**src/rtl/smb_ctl_pkg.sv**
```systemverilog
package smb_ctl_pkg;

    // Bit-level phase of the serial engine
    typedef enum logic [2:0] {
        PH_IDLE,   // waiting for a start condition
        PH_RX,     // shifting in a byte from the host
        PH_ACK,    // slave acknowledge slot
        PH_TX,     // shifting out a byte to the host
        PH_MACK    // host acknowledge slot
    } phase_e;

    // Meaning of the byte currently being received
    typedef enum logic [1:0] {
        RL_ADDR,
        RL_CMD,
        RL_CNT,
        RL_DATA
    } role_e;

    localparam int BYTE_BITS = 8;

endpackage

```
**src/rtl/smb_ctl_sync.sv**
```systemverilog
module smb_ctl_sync (
    input  logic clk,
    input  logic rst_n,
    input  logic scl_i,
    input  logic sda_i,
    output logic scl_s,
    output logic sda_s,
    output logic scl_rise,
    output logic scl_fall,
    output logic start_ev,
    output logic stop_ev
);
    // two synchronizing stages plus one history stage per line
    typedef struct packed {
        logic [2:0] scl;
        logic [2:0] sda;
    } smp_t;

    smp_t smp_d, smp_q;

    always_comb begin
        smp_d.scl = {smp_q.scl[1:0], scl_i};
        smp_d.sda = {smp_q.sda[1:0], sda_i};
    end

    always_ff @(posedge clk or negedge rst_n) begin
        if (!rst_n) smp_q <= '1;
        else        smp_q <= smp_d;
    end

    assign scl_s    = smp_q.scl[1];
    assign sda_s    = smp_q.sda[1];
    assign scl_rise =  smp_q.scl[1] & ~smp_q.scl[2];
    assign scl_fall = ~smp_q.scl[1] &  smp_q.scl[2];
    assign start_ev =  smp_q.scl[1] & smp_q.scl[2] &  smp_q.sda[2] & ~smp_q.sda[1];
    assign stop_ev  =  smp_q.scl[1] & smp_q.scl[2] & ~smp_q.sda[2] &  smp_q.sda[1];

endmodule

```
**src/rtl/smb_ctl_regs.sv**
```systemverilog
module smb_ctl_regs #(
    parameter int              NREG       = 6,
    parameter int              PTR_W      = 4,
    parameter logic [NREG*8-1:0] RST_VAL  = 48'h00_01_AF_EB_00_3C,
    parameter int              OE_REG     = 0,
    parameter int              OE_BIT     = 2,
    parameter int              SS_REG     = 2,
    parameter int              SS_EN_BIT  = 2,
    parameter int              SS_SEL_BIT = 7
) (
    input  logic             clk,
    input  logic             rst_n,
    input  logic             wen,
    input  logic [PTR_W-1:0] waddr,
    input  logic [7:0]       wdata,
    input  logic [PTR_W-1:0] raddr,
    output logic [7:0]       rdata,
    output logic             out_en,
    output logic             spread_en,
    output logic             spread_sel
);
    logic [7:0] regs_d [NREG];
    logic [7:0] regs_q [NREG];

    always_comb begin
        for (int i = 0; i < NREG; i++) begin
            regs_d[i] = (wen && waddr == PTR_W'(i)) ? wdata : regs_q[i];
        end
    end

    generate
        for (genvar g = 0; g < NREG; g++) begin : g_reg
            always_ff @(posedge clk or negedge rst_n) begin
                if (!rst_n) regs_q[g] <= RST_VAL[g*8 +: 8];
                else        regs_q[g] <= regs_d[g];
            end
        end
    endgenerate

    // read mux: indices beyond the bank read as a released line
    always_comb begin
        rdata = 8'hFF;
        for (int i = 0; i < NREG; i++) begin
            if (raddr == PTR_W'(i)) rdata = regs_q[i];
        end
    end

    assign out_en     = regs_q[OE_REG][OE_BIT];
    assign spread_en  = regs_q[SS_REG][SS_EN_BIT];
    assign spread_sel = regs_q[SS_REG][SS_SEL_BIT];

endmodule

```
**src/rtl/smb_ctl_fsm.sv**
```systemverilog
module smb_ctl_fsm
    import smb_ctl_pkg::*;
#(
    parameter int         NREG     = 6,
    parameter int         PTR_W    = 4,
    parameter logic [6:0] SLV_ADDR = 7'h69
) (
    input  logic             clk,
    input  logic             rst_n,
    input  logic             sda_s,
    input  logic             scl_rise,
    input  logic             scl_fall,
    input  logic             start_ev,
    input  logic             stop_ev,
    input  logic [7:0]       rd_data,
    output logic [PTR_W-1:0] rd_addr,
    output logic             wen,
    output logic [PTR_W-1:0] waddr,
    output logic [7:0]       wdata,
    output logic             sda_oe
);
    localparam logic [PTR_W-1:0] NREG_P = PTR_W'(NREG);
    localparam logic [4:0]       NREG_5 = 5'(NREG);
    localparam logic [3:0]       FULL   = 4'(BYTE_BITS);

    typedef struct packed {
        phase_e           ph;
        role_e            role;
        logic [3:0]       bitc;
        logic [7:0]       sh;
        logic             blk;
        logic [PTR_W-1:0] ptr;
        logic             cnt_pend;
        logic             tx_next;
        logic             mnack;
        logic             drive;
        logic             wen;
        logic [PTR_W-1:0] waddr;
        logic [7:0]       wdata;
    } st_t;

    st_t q, n;
    logic             acc;
    logic [7:0]       tx_byte;
    logic [PTR_W-1:0] tx_ptr;

    // next byte to send: count first in run reads, then registers, then 0xFF
    always_comb begin
        tx_byte = 8'hFF;
        tx_ptr  = q.ptr;
        if (q.cnt_pend) begin
            tx_byte = 8'(NREG);
        end else if (q.ptr < NREG_P) begin
            tx_byte = rd_data;
            tx_ptr  = q.ptr + PTR_W'(1);
        end
    end

    always_comb begin
        n     = q;
        n.wen = 1'b0;
        acc   = 1'b0;
        if (stop_ev) begin
            n.ph    = PH_IDLE;
            n.drive = 1'b0;
            n.blk   = 1'b0;
            n.ptr   = '0;
        end else if (start_ev) begin
            n.ph    = PH_RX;
            n.role  = RL_ADDR;
            n.bitc  = '0;
            n.drive = 1'b0;
        end else begin
            unique case (q.ph)
                PH_RX: begin
                    if (scl_rise) begin
                        n.sh   = {q.sh[6:0], sda_s};
                        n.bitc = q.bitc + 4'd1;
                    end else if (scl_fall && q.bitc == FULL) begin
                        unique case (q.role)
                            RL_ADDR: if (q.sh[7:1] == SLV_ADDR) begin
                                acc        = 1'b1;
                                n.tx_next  = q.sh[0];
                                n.cnt_pend = q.sh[0] & q.blk;
                                n.role     = RL_CMD;
                            end
                            RL_CMD: if (q.sh[6:5] == 2'b00 &&
                                        (q.sh[7] ? (q.sh[4:0] < NREG_5) : (q.sh[4:0] == 5'd0))) begin
                                acc    = 1'b1;
                                n.blk  = ~q.sh[7];
                                n.ptr  = q.sh[7] ? PTR_W'(q.sh[4:0]) : '0;
                                n.role = q.sh[7] ? RL_DATA : RL_CNT;
                            end
                            RL_CNT: begin
                                acc    = 1'b1;
                                n.role = RL_DATA;
                            end
                            RL_DATA: if (q.ptr < NREG_P) begin
                                acc     = 1'b1;
                                n.wen   = 1'b1;
                                n.waddr = q.ptr;
                                n.wdata = q.sh;
                                n.ptr   = q.blk ? q.ptr + PTR_W'(1) : '1;
                            end
                            default: ;
                        endcase
                        n.ph    = acc ? PH_ACK : PH_IDLE;
                        n.drive = acc;
                    end
                end
                PH_ACK: if (scl_fall) begin
                    n.bitc = '0;
                    if (q.tx_next) begin
                        n.ph       = PH_TX;
                        n.sh       = tx_byte;
                        n.ptr      = tx_ptr;
                        n.cnt_pend = 1'b0;
                        n.drive    = ~tx_byte[7];
                    end else begin
                        n.ph    = PH_RX;
                        n.drive = 1'b0;
                    end
                end
                PH_TX: begin
                    if (scl_rise) begin
                        n.bitc = q.bitc + 4'd1;
                    end else if (scl_fall) begin
                        if (q.bitc == FULL) begin
                            n.ph    = PH_MACK;
                            n.drive = 1'b0;
                        end else begin
                            n.sh    = {q.sh[6:0], 1'b0};
                            n.drive = ~q.sh[6];
                        end
                    end
                end
                PH_MACK: begin
                    if (scl_rise) begin
                        n.mnack = sda_s;
                    end else if (scl_fall) begin
                        if (q.mnack) begin
                            n.ph = PH_IDLE;
                        end else begin
                            n.ph       = PH_TX;
                            n.bitc     = '0;
                            n.sh       = tx_byte;
                            n.ptr      = tx_ptr;
                            n.cnt_pend = 1'b0;
                            n.drive    = ~tx_byte[7];
                        end
                    end
                end
                default: ;
            endcase
        end
    end

    always_ff @(posedge clk or negedge rst_n) begin
        if (!rst_n) q <= '0;
        else        q <= n;
    end

    assign rd_addr = q.ptr;
    assign wen     = q.wen;
    assign waddr   = q.waddr;
    assign wdata   = q.wdata;
    assign sda_oe  = q.drive;

endmodule

```
**src/rtl/smb_ctl_slave.sv**
```systemverilog
module smb_ctl_slave #(
    parameter int                NREG     = 6,
    parameter logic [6:0]        SLV_ADDR = 7'h69,
    parameter logic [NREG*8-1:0] RST_VAL  = 48'h00_01_AF_EB_00_3C
) (
    input  logic clk,
    input  logic rst_n,
    input  logic scl_i,
    input  logic sda_i,
    output logic sda_oe_o,
    output logic out_en_o,
    output logic spread_en_o,
    output logic spread_sel_o
);
    localparam int PTR_W = $clog2(NREG) + 1;

    logic             scl_s, sda_s, scl_rise, scl_fall, start_ev, stop_ev;
    logic             wen;
    logic [PTR_W-1:0] waddr, rd_addr;
    logic [7:0]       wdata, rd_data;

    smb_ctl_sync u_sync (
        .clk      (clk),
        .rst_n    (rst_n),
        .scl_i    (scl_i),
        .sda_i    (sda_i),
        .scl_s    (scl_s),
        .sda_s    (sda_s),
        .scl_rise (scl_rise),
        .scl_fall (scl_fall),
        .start_ev (start_ev),
        .stop_ev  (stop_ev)
    );

    smb_ctl_fsm #(
        .NREG     (NREG),
        .PTR_W    (PTR_W),
        .SLV_ADDR (SLV_ADDR)
    ) u_fsm (
        .clk      (clk),
        .rst_n    (rst_n),
        .sda_s    (sda_s),
        .scl_rise (scl_rise),
        .scl_fall (scl_fall),
        .start_ev (start_ev),
        .stop_ev  (stop_ev),
        .rd_data  (rd_data),
        .rd_addr  (rd_addr),
        .wen      (wen),
        .waddr    (waddr),
        .wdata    (wdata),
        .sda_oe   (sda_oe_o)
    );

    smb_ctl_regs #(
        .NREG    (NREG),
        .PTR_W   (PTR_W),
        .RST_VAL (RST_VAL)
    ) u_regs (
        .clk        (clk),
        .rst_n      (rst_n),
        .wen        (wen),
        .waddr      (waddr),
        .wdata      (wdata),
        .raddr      (rd_addr),
        .rdata      (rd_data),
        .out_en     (out_en_o),
        .spread_en  (spread_en_o),
        .spread_sel (spread_sel_o)
    );

endmodule

```
**config.mk**
```make
export PLATFORM = sky130hd
export DESIGN_NAME = smb_ctl_slave
export DESIGN_NICKNAME = d
export VERILOG_FILES = /design/src/rtl/smb_ctl_pkg.sv /design/src/rtl/smb_ctl_sync.sv /design/src/rtl/smb_ctl_regs.sv /design/src/rtl/smb_ctl_fsm.sv /design/src/rtl/smb_ctl_slave.sv
export SDC_FILE = /design/constraint.sdc
export NUM_CORES = 1
export LEC_CHECK = 0
export ABC_AREA = 1
export BUFFER_PORTS_ARGS = -buffer_cell sky130_fd_sc_hd__buf_4
export CAP_MARGIN = 15
export CORE_MARGIN = 1
export CORE_UTILIZATION = 35
export DETAILED_ROUTE_END_ITERATION = 10
export SLEW_MARGIN = 15
export SYNTH_ARGS = -nofsm -noshare
export SYNTH_HDL_FRONTEND = slang
export SYNTH_SLANG_ARGS = --single-unit
```
**constraint.sdc**
```tcl
create_clock -name clk -period 1.62 [get_ports clk]
set_input_delay 0.243 -clock clk [delete_from_list [all_inputs] [get_ports clk]]
set_output_delay 0.243 -clock clk [all_outputs]
set_load 0.02 [all_outputs]
```
==> metrics.txt <==
# TYPE chip_impl_metric gauge
chip_impl_info{name="worst_setup_path_end_kind",value="register"} 1
chip_impl_metric{name="area_growth",unit="%"} 27.0
chip_impl_metric{name="detailroute.via_count",unit=""} 4499
chip_impl_metric{name="synthesis.area",unit="sq um"} 5020
chip_impl_metric{name="antenna_violations_before_repair",unit=""} 0
chip_impl_metric{name="fraction_of_registers_with_async_set_reset",unit=""} 1.00
chip_impl_metric{name="drive_above_1_share",unit=""} 0.284
chip_impl_info{name="synth-main-ff-cell",value="sky130_fd_sc_hd__dfrtp_1"} 1
chip_impl_metric{name="num_antenna_cells",unit=""} 0
chip_impl_info{name="result_of_the_run",value="finished with violations"} 1
chip_impl_metric{name="required",unit="ns"} 1.90
chip_impl_metric{name="clock_sinks",unit=""} 93
chip_impl_metric{name="number_of_distinct_library_cell_variants_in_the_gate_level_netlist_after_synthesis",unit=""} 40
chip_impl_metric{name="postSynthCellCount",unit=""} 642
chip_impl_info{name="worst_setup_path_endpoint",value="u_fsm.rd_addr[2]"} 1
chip_impl_metric{name="clockBufferDepth",unit=""} 2
chip_impl_info{name="clock_tree.root_cell",value="sky130_fd_sc_hd__clkbuf_16"} 1
chip_impl_metric{name="drt.antenna.violating_nets",unit=""} 0
chip_impl_metric{name="top_area_cell_type_share_of_the_netlist_area",unit=""} 0.349
chip_impl_metric{name="setup_slack",unit="ns"} -0.0967
chip_impl_metric{name="final.min_clock_period",unit="ns"} 1.72
chip_impl_metric{name="ys_seq_area_frac",unit=""} 0.470
chip_impl_metric{name="power.ir.vdd_worst",unit="mV"} 0.819
chip_impl_metric{name="floorplan.io_pins",unit=""} 8
chip_impl_metric{name="cellLeakagePower",unit="nW"} 2.91
chip_impl_info{name="rsz0062_at_grt",value="true"} 1
chip_impl_info{name="cp-start-kind",value="register"} 1
chip_impl_metric{name="highest_clock_rate",unit="GHz"} 0.583
chip_impl_metric{name="timing.reg2reg.setup_slack",unit="ns"} -0.1
chip_impl_metric{name="place_ws",unit="ns"} -0.129
chip_impl_metric{name="initial_utilization",unit=""} 0.360
chip_impl_metric{name="dp.final_hpwl",unit="um"} 8710
chip_impl_metric{name="slew_at_the_pin_closest_to_its_max_slew_limit",unit="ns"} 0.600
chip_impl_metric{name="final_max_tran_viols",unit=""} 0
chip_impl_metric{name="first_pass_iters",unit=""} 6
chip_impl_info{name="post_synth_main_area_contributors",value="sky130_fd_sc_hd__dfrtp_1, sky130_fd_sc_hd__nand2_1, sky130_fd_sc_hd__dfstp_2"} 1
chip_impl_metric{name="fin_nets",unit=""} 724
chip_impl_metric{name="gp_routability_congestion",unit=""} 0.880
chip_impl_info{name="path_common_cell",value="sky130_fd_sc_hd__nand2_1"} 1
chip_impl_metric{name="die_h",unit="um"} 122
chip_impl_info{name="failed_checks",value="setup timing"} 1
chip_impl_metric{name="die_area",unit="sq um"} 14800
chip_impl_metric{name="core_area",unit="sq um"} 13900
chip_impl_metric{name="syn_avg_cell_area",unit="sq um"} 7.82
chip_impl_metric{name="cellPowerDensity",unit="nW/um^2"} 1560
chip_impl_metric{name="clk_transition_reported_paths",unit="ns"} 0.06
chip_impl_metric{name="slew_headroom",unit=""} 0.596
chip_impl_metric{name="final.fill_count",unit=""} 1331
chip_impl_metric{name="grt_max_degree",unit=""} 94
chip_impl_metric{name="grtUsageTotal",unit=""} 0.178
chip_impl_info{name="timing.setup.critical_path_class",value="register to register"} 1
chip_impl_info{name="yosys.area.top_type",value="sky130_fd_sc_hd__dfrtp_1"} 1
chip_impl_metric{name="timing.reg2reg.worst_path_depth",unit=""} 10
chip_impl_metric{name="worstSkewPairLatency",unit="ns"} 0.35
chip_impl_info{name="critPathLaunch",value="u_sync.smp_q[5]"} 1
chip_impl_metric{name="synth-seq-cells",unit=""} 93
chip_impl_metric{name="detail_route.drc_violations",unit=""} 0
chip_impl_metric{name="worst_clock_skew",unit="ns"} 0.0102
chip_impl_metric{name="crit_path_max_incr_delay",unit="ns"} 0.53
chip_impl_metric{name="worstPathMaxFanout",unit=""} 5
chip_impl_metric{name="count_of_flip_flops_with_a_built_in_enable_after_synthesis",unit=""} 0
chip_impl_metric{name="floorplan.die.width",unit="um"} 122
chip_impl_metric{name="first_global_vias",unit=""} 4281
chip_impl_metric{name="grt_pass1_wl",unit="um"} 20500
chip_impl_metric{name="arrival_time_of_data_at_the_critical_path_endpoint",unit="ns"} 2.00
chip_impl_metric{name="cap_viol_max_count",unit=""} 0
chip_impl_metric{name="io_buffers",unit=""} 7
chip_impl_metric{name="detail_route.vias_per_cell",unit=""} 5.03
chip_impl_metric{name="postPlaceCellArea",unit="sq um"} 5630
chip_impl_metric{name="synthesized_nets",unit=""} 656
chip_impl_metric{name="yosys_warnings",unit=""} 0
chip_impl_metric{name="setup_viol",unit=""} 18
chip_impl_metric{name="routed_wirelength",unit="um"} 12600
chip_impl_metric{name="drt_first_iter_violations",unit=""} 443
chip_impl_metric{name="h-tree-depth",unit=""} 3
chip_impl_metric{name="stdcell_area",unit="sq um"} 6370
chip_impl_info{name="worstPathCellList",value="inv_2 -> nor2_4 -> inv_4 -> o21ai_4 -> nand2_1 -> nor2_2 -> nand2_2 -> nand2_4 -> nand3_1 -> nand2_1"} 1
chip_impl_info{name="reg2reg_to",value="u_fsm.rd_addr[2]"} 1
chip_impl_info{name="critical_path.reg2reg.startpoint",value="u_sync.smp_q[5]"} 1
chip_impl_info{name="clock_tree_from_tritoncts",value="done"} 1
chip_impl_metric{name="overflow",unit=""} 0
chip_impl_info{name="slowest_stage",value="sky130_fd_sc_hd__dfstp_2"} 1
chip_impl_metric{name="timing_hold_violations_final",unit=""} 0
chip_impl_metric{name="timing.final.crit_share",unit=""} 1.06
chip_impl_info{name="hold_path_class",value="register to register"} 1
chip_impl_metric{name="placement_rows",unit=""} 43
chip_impl_metric{name="cts_buffers",unit=""} 9
chip_impl_metric{name="post_drt_wl_per_cell",unit="um"} 14.0
[final cells by class]
type,instances,area [sq um],share of cell area
Sequential cell,93,2360,0.371
Inverter,84,320,0.0503
Timing Repair Buffer,71,652,0.102
Clock inverter,5,82.6,0.0130
Tap cell,180,225,0.0353
Clock buffer,11,233,0.0365
Multi-Input combinational cell,451,2500,0.392
[cells in the final DEF, fill, tap and decap left out, types with 3 or more instances in the layout]
cell and instances:
sky130_fd_sc_hd__dfstp_2 23, sky130_fd_sc_hd__o21ai_0 76, sky130_fd_sc_hd__a21oi_2 4, sky130_fd_sc_hd__nor2_2 9, sky130_fd_sc_hd__inv_2 15, sky130_fd_sc_hd__clkbuf_16 10
sky130_fd_sc_hd__ha_4 3, sky130_fd_sc_hd__dlygate4sd3_1 3, sky130_fd_sc_hd__dfrtp_2 4, sky130_fd_sc_hd__buf_12 6, sky130_fd_sc_hd__ha_1 6, sky130_fd_sc_hd__nor2_4 7
sky130_fd_sc_hd__nor2_1 37, sky130_fd_sc_hd__buf_4 56, sky130_fd_sc_hd__or2_2 9, sky130_fd_sc_hd__nand3_2 9, sky130_fd_sc_hd__a21oi_1 22, sky130_fd_sc_hd__nand3_1 42
sky130_fd_sc_hd__inv_1 67, sky130_fd_sc_hd__dfrtp_1 66, sky130_fd_sc_hd__nand2_1 167, sky130_fd_sc_hd__a21boi_2 5, sky130_fd_sc_hd__nand2_4 4, sky130_fd_sc_hd__nand2_2 15
sky130_fd_sc_hd__o211ai_1 10, sky130_fd_sc_hd__buf_6 5
[registers in the layout, summed over array words and instances (netlist names), 2 cells and up]
signal         cells
u_regs.regs_q     45
u_fsm.q           21
u_sync.smp_d       2
u_fsm.wdata        8
u_sync.smp_q       2
u_fsm.waddr        4
u_fsm.rd_addr      4
[metal layers]
| layer | part of all wire | track usage | wire length, um | vias up |
|---|---|---|---|---|
| li1 | - | - | - | 2200 |
| met1 | 0.44 | 0.225 | 5560 | 2166 |
| met2 | 0.49 | 0.301 | 6220 | 105 |
| met3 | 0.044 | 0.0412 | 557 | 28 |
| met4 | 0.019 | 0.0517 | 236 | 0 |
| met5 | 0 | 0 | 0 | - |
[cells in the mapped netlist, types with 2 or more instances]
cell type and instances:
sky130_fd_sc_hd__nor2_2 3, sky130_fd_sc_hd__o211ai_1 10, sky130_fd_sc_hd__a21oi_1 25, sky130_fd_sc_hd__or2_2 9
sky130_fd_sc_hd__buf_6 2, sky130_fd_sc_hd__nand4_1 2, sky130_fd_sc_hd__nand3_1 47, sky130_fd_sc_hd__nor3_1 2
sky130_fd_sc_hd__nand3_2 5, sky130_fd_sc_hd__inv_1 75, sky130_fd_sc_hd__nand2_2 8, sky130_fd_sc_hd__a21oi_2 2
sky130_fd_sc_hd__buf_2 2, sky130_fd_sc_hd__ha_1 10, sky130_fd_sc_hd__a21boi_1 6, sky130_fd_sc_hd__nor2_4 3
sky130_fd_sc_hd__inv_2 9, sky130_fd_sc_hd__dfrtp_1 70, sky130_fd_sc_hd__clkbuf_1 9, sky130_fd_sc_hd__nor2_1 47
sky130_fd_sc_hd__buf_4 2, sky130_fd_sc_hd__nand2_1 178, sky130_fd_sc_hd__dfstp_2 23, sky130_fd_sc_hd__o21ai_0 76
sky130_fd_sc_hd__xor2_1 2
[through the flow]
stage | utilization | instances | total power, W | hold slack, ns | setup TNS [ns]
after floorplan | - | 642 | 0.00547 | -0.0526 | 0
after global routing | 0.457 | 895 | 0.0106 | 0.362 | -3.96
after CTS | 0.444 | 893 | 0.00954 | 0.358 | -0.132
after detailed placement | 0.404 | 862 | 0.00678 | 0.337 | -1.27
final | 0.457 | 895 | 0.00994 | 0.358 | -0.760
after global placement | 0.404 | 862 | 0.00671 | 0.332 | -0.530
[critical path: cells and delay by family, from the launching register on]
kind | cells | cell delay (ns)
and+or+nand+nor | 7 | 0.75
DFF | 1 | 0.53
AOI/OAI and AO/OA | 1 | 0.24
buffers and inverters | 2 | 0.13
[worst min-delay path by stage]
stage	end	startpoint	slack, ns	cells past startpoint
global route	u_sync.sda_s	u_sync.smp_d[1]	0.36	0
CTS	u_sync.scl_s	u_sync.smp_d[4]	0.36	0
detailed placement	u_regs.spread_en	rst_n	0.34	2
floorplan	u_fsm.q[14]	rst_n	-0.05	0
global placement	u_regs.regs_q[28]	rst_n	0.33	2
finish	u_sync.scl_s	u_sync.smp_d[4]	0.36	0
[power breakdown]
group	internal, W	switching [W]
Sequential	0.00260	0.000249
Clock	0.00136	0.000929
Combinational	0.00200	0.00280
[cell families after synthesis]
| family | after synthesis | synth area share |
|---|---|---|
| compound gates | 127 | 0.143 |
| xor+xnor | 3 | 0.00524 |
| fa+ha+maj | 10 | 0.0249 |
| buf+inv | 99 | 0.0791 |
| flops | 93 | 0.470 |
| simple gates | 310 | 0.278 |
[repair_timing]
item,CTS,global route
endpoints found under the setup margin,27,40
resized for setup,30,41
hold endpoints to repair,72,0
gates cloned,1,1
pin swaps,10,20
setup buffers,11,1
hold buffers,3,0
Note: power is estimated with default switching activity, not from simulation.
